## src/rtl/brcond_pkg.sv

```systemverilog
package brcond_pkg;
  localparam int DATA_W  = 32;
  localparam int FIELD_W = 4;
  localparam int CODE_W  = 2;

  typedef enum logic [CODE_W-1:0] {
    TEST_ZERO    = 2'b00,
    TEST_NONZERO = 2'b01,
    TEST_NONNEG  = 2'b10,
    TEST_NEG     = 2'b11
  } testCode_t;

  typedef struct packed {
    logic clear;
    logic load;
  } flagCtrl_t;
endpackage

```

## src/rtl/brcond_ctrl.sv

```systemverilog
module brcond_ctrl
  import brcond_pkg::*;
(
  input  logic      rst,
  input  logic      captureEn,
  output flagCtrl_t ctrl
);
  always_comb begin
    ctrl.clear = rst;
    ctrl.load  = captureEn && !rst;
  end
endmodule

```

## src/rtl/brcond_dp.sv

```systemverilog
module brcond_dp
  import brcond_pkg::*;
#(
  parameter int DW = DATA_W,
  parameter int FW = FIELD_W
) (
  input  logic          clk,
  input  flagCtrl_t     ctrl,
  input  logic [FW-1:0] condField,
  input  logic [DW-1:0] operand,
  output logic          flagQ
);
  localparam int SIGN_BIT = DW - 1;

  testCode_t code;
  logic isZero;
  logic isNeg;
  logic result;

  assign code   = testCode_t'(condField[CODE_W-1:0]);
  assign isZero = (operand == '0);
  assign isNeg  = operand[SIGN_BIT];

  always_comb begin
    case (code)
      TEST_ZERO:    result = isZero;
      TEST_NONZERO: result = !isZero;
      TEST_NONNEG:  result = !isNeg;
      TEST_NEG:     result = isNeg;
      default:      result = 1'b0;
    endcase
  end

  always_ff @(posedge clk) begin
    if (ctrl.clear)     flagQ <= 1'b0;
    else if (ctrl.load) flagQ <= result;
  end
endmodule

```

## src/rtl/brcond_flag.sv

```systemverilog
module brcond_flag
  import brcond_pkg::*;
(
  input  logic        clk,
  input  logic        rst,
  input  logic [3:0]  condField,
  input  logic [31:0] operand,
  input  logic        captureEn,
  output logic        takeBranch
);
  flagCtrl_t ctrl;

  brcond_ctrl u_ctrl (
    .rst(rst), .captureEn(captureEn), .ctrl(ctrl)
  );

  brcond_dp #(.DW(DATA_W), .FW(FIELD_W)) u_dp (
    .clk(clk), .ctrl(ctrl), .condField(condField),
    .operand(operand), .flagQ(takeBranch)
  );
endmodule

```

## config.mk

```make
export PLATFORM = sky130hd
export DESIGN_NAME = brcond_flag
export DESIGN_NICKNAME = d
export VERILOG_FILES = /design/src/rtl/brcond_pkg.sv /design/src/rtl/brcond_ctrl.sv /design/src/rtl/brcond_dp.sv /design/src/rtl/brcond_flag.sv
export SDC_FILE = /design/constraint.sdc
export NUM_CORES = 1
export LEC_CHECK = 0
export BUFFER_PORTS_ARGS = -buffer_cell sky130_fd_sc_hd__buf_4
export CAP_MARGIN = 10
export CORE_AREA = 2 2 39 41
export CTS_CLUSTER_SIZE = 10
export DETAILED_ROUTE_END_ITERATION = 8
export DIE_AREA = 0 0 41 43
export PLACE_DENSITY_LB_ADDON = 0.1
export SYNTH_ARGS = -nofsm -noshare
export SYNTH_HDL_FRONTEND = slang
export SYNTH_SLANG_ARGS = --single-unit
export TNS_END_PERCENT = 5
```

## constraint.sdc

```tcl
create_clock -name clk -period 1.5 [get_ports clk]
set_clock_uncertainty 0.1 [all_clocks]
set_input_delay 0.075 -clock clk [delete_from_list [all_inputs] [get_ports clk]]
set_output_delay 0.075 -clock clk [all_outputs]
set_load 0.05 [all_outputs]
```

==> results.json <==
{
  "outcome": "finished clean",
  "routed-via-count": 329,
  "largest_registers": "u_dp.flagQ x1",
  "avgSynthCellArea_um2": 6.77,
  "worst_ep_arrival_time_ns": 1.21,
  "max_clock_freq_mhz": 703,
  "ir_drop_mv": 0.0782,
  "timing_worst_setup_path_type": "input port to flip-flop",
  "floorplan.core_area_mm2": 0.00138,
  "mostFrequentLayoutCells": "sky130_fd_sc_hd__buf_4, sky130_fd_sc_hd__nor4_2, sky130_fd_sc_hd__nand2_1, sky130_fd_sc_hd__nor2_1",
  "synth_seq_cells": 1,
  "leading_cell_types_by_total_area_after_synthesis": "sky130_fd_sc_hd__nor4_1, sky130_fd_sc_hd__dfxtp_1, sky130_fd_sc_hd__nor4_2, sky130_fd_sc_hd__nand2_1, sky130_fd_sc_hd__a311oi_1",
  "wl_per_cell_um": 9.26,
  "synthCells": 22,
  "grt_first_pass_wirelength_um": 1130,
  "final_nets": 102,
  "vias_per_cell": 4.27,
  "r2r-start": "u_dp.flagQ$_SDFFE_PP0P_",
  "clock_insertion_delay_worst_skew_ns": 0,
  "chip_width_um": 41,
  "synth_warnings": 0,
  "groute.usage.overall_pct": 8.50,
  "placementRows": 14,
  "final_min_period_over_clock_period_pct": 94.9,
  "largest_register_ff_count": 1,
  "yosys.cell_types.count": 14,
  "maxCapViolCount": 0,
  "synth_cell_area_um2": 149,
  "clkSlewWorstSetupHoldPaths_ns": 0,
  "synth_largest_area_cell": "sky130_fd_sc_hd__nor4_1",
  "largest_register": "u_dp.flagQ",
  "tightest_slew_ns": 0.238,
  "synth_top_area_share_pct": 25.2,
  "post-route-cell-area_um2": 502,
  "vias_in_the_first_global_route": 307,
  "min_from": "rst",
  "numPortBuffers": 37,
  "hold_class": "input port to flip-flop",
  "floorplan.initialDensity_pct": 10.8,
  "die_height_um": 43,
  "final_common_cell": "sky130_fd_sc_hd__buf_4",
  "cellPowerDensity_mw_per_mm2": 277,
  "fin_hold_ws_ns": 0.321,
  "overflow": 0,
  "number_of_antenna_violations_at_the_first_check_in_global_routing": 0,
  "place_worst_setup_slack_ns": -0.0964,
  "cts_hold_repair.buffers": 0,
  "die_area_mm2": 0.00176,
  "setup_slack_ns": 0.0767,
  "ios": 40,
  "drt_first_pass_iters": 2,
  "drt-total-wl_um": 713,
  "antennaDiodeCount": 0,
  "setup_crit_start": "operand[21]",
  "hold_viol": 0,
  "worst_setup_path_end_kind": "flip-flop",
  "area_delta_synth_final_pct": 237,
  "final_max_slew_viol_count": 0,
  "dr.first_iter.drc_count": 1,
  "startpoint_type": "input port",
  "maximum_fanout_along_the_worst_path": 2,
  "finalSetupViolations": 0,
  "gp_routability_congestion": 0.614,
  "finalCriticalPeriod_ns": 1.42,
  "seq_area_frac_synth_pct": 13.4,
  "rsz0062_at_grt": "true",
  "critPathRequiredTime_ns": 1.28,
  "drcViolationCount": 0,
  "fraction_of_final_layout_cells_sized_beyond_drive_strength_1_pct": 73.8,
  "postRouteAntennaNets": 0,
  "maximum_number_of_pins_on_one_net_before_global_route_repair": 5,
  "slew_headroom_pct": 84.1,
  "mappedNetlistNets": 61,
  "leakage_nw": 0.222,
  "postPlaceCellArea_um2": 454
}
## synthesized netlist by cell type (all sizes together)
master,count
a311oi,1
and4,1
dfxtp,1
nand2,3
nand3,1
nand4,1
nor2,2
nor2b,1
nor3,1
nor3b,1
nor4,7
o21ai,1
or4,1
## final cells by class
| type | count | area (µm²) |
|---|---|---|
| Fill cell | 152 | 882 |
| Timing Repair Buffer | 39 | 293 |
| Tap cell | 16 | 20.0 |
| Multi-Input combinational cell | 21 | 169 |
| Sequential cell | 1 | 20.0 |
## worst paths after layout
check             slack (ns)  cells past startpoint                      end
setup / recovery        0.08                      5  u_dp.flagQ$_SDFFE_PP0P_
hold / removal          0.32                      3  u_dp.flagQ$_SDFFE_PP0P_
setup reg to reg        0.52                      3  u_dp.flagQ$_SDFFE_PP0P_
hold reg to reg         0.58                      3  u_dp.flagQ$_SDFFE_PP0P_
## cells by family after synthesis
kind of cell	share of synthesized area, %
DFF	13.4
AOI/OAI and AO/OA	9.24
and+or+nand+nor	77.3
## routing by layer
layer / share of wire, % / vias up / GRT usage, % / wire length, µm
met5: 0 / - / 0 / 0
met4: 0 / 0 / 2.00 / 0
met3: 13 / 0 / 1.05 / 91
met2: 49 / 21 / 13.8 / 348
met1: 38 / 137 / 11.4 / 272
li1: - / 171 / - / -
## worst max-delay path: stages
cell and delay [ns]:
sky130_fd_sc_hd__buf_4 0.11, sky130_fd_sc_hd__nor4_2 0.25, sky130_fd_sc_hd__nand3_1 0.13, sky130_fd_sc_hd__or4_1 0.47
sky130_fd_sc_hd__and4_1 0.18
## metrics by stage
step,setup TNS (ns),power (W),util [%],cells
2_1_floorplan,0,0.0000492,-,22
3_3_place_gp,-0.0870,0.000129,32.8,76
3_5_place_dp,-0.0964,0.000130,32.8,76
4_1_cts,0,0.000137,34.8,76
5_1_grt,-0.0120,0.000149,36.3,77
6_report,0,0.000139,36.3,77
## power by group
part            total, W  switching [W]  internal (W)
Clock                  0              0             0
Sequential     0.0000301    0.000000944     0.0000292
Combinational   0.000109      0.0000358     0.0000731
## repair_timing
action | CTS | global route
setup endpoints to repair | 1 | 1
setup buffers | 0 | 1
endpoints found under the hold margin | 0 | 0
pin swaps | 2 | 1
resized for setup | 4 | 2
No activity file was read; power rests on OpenSTA's default activity.
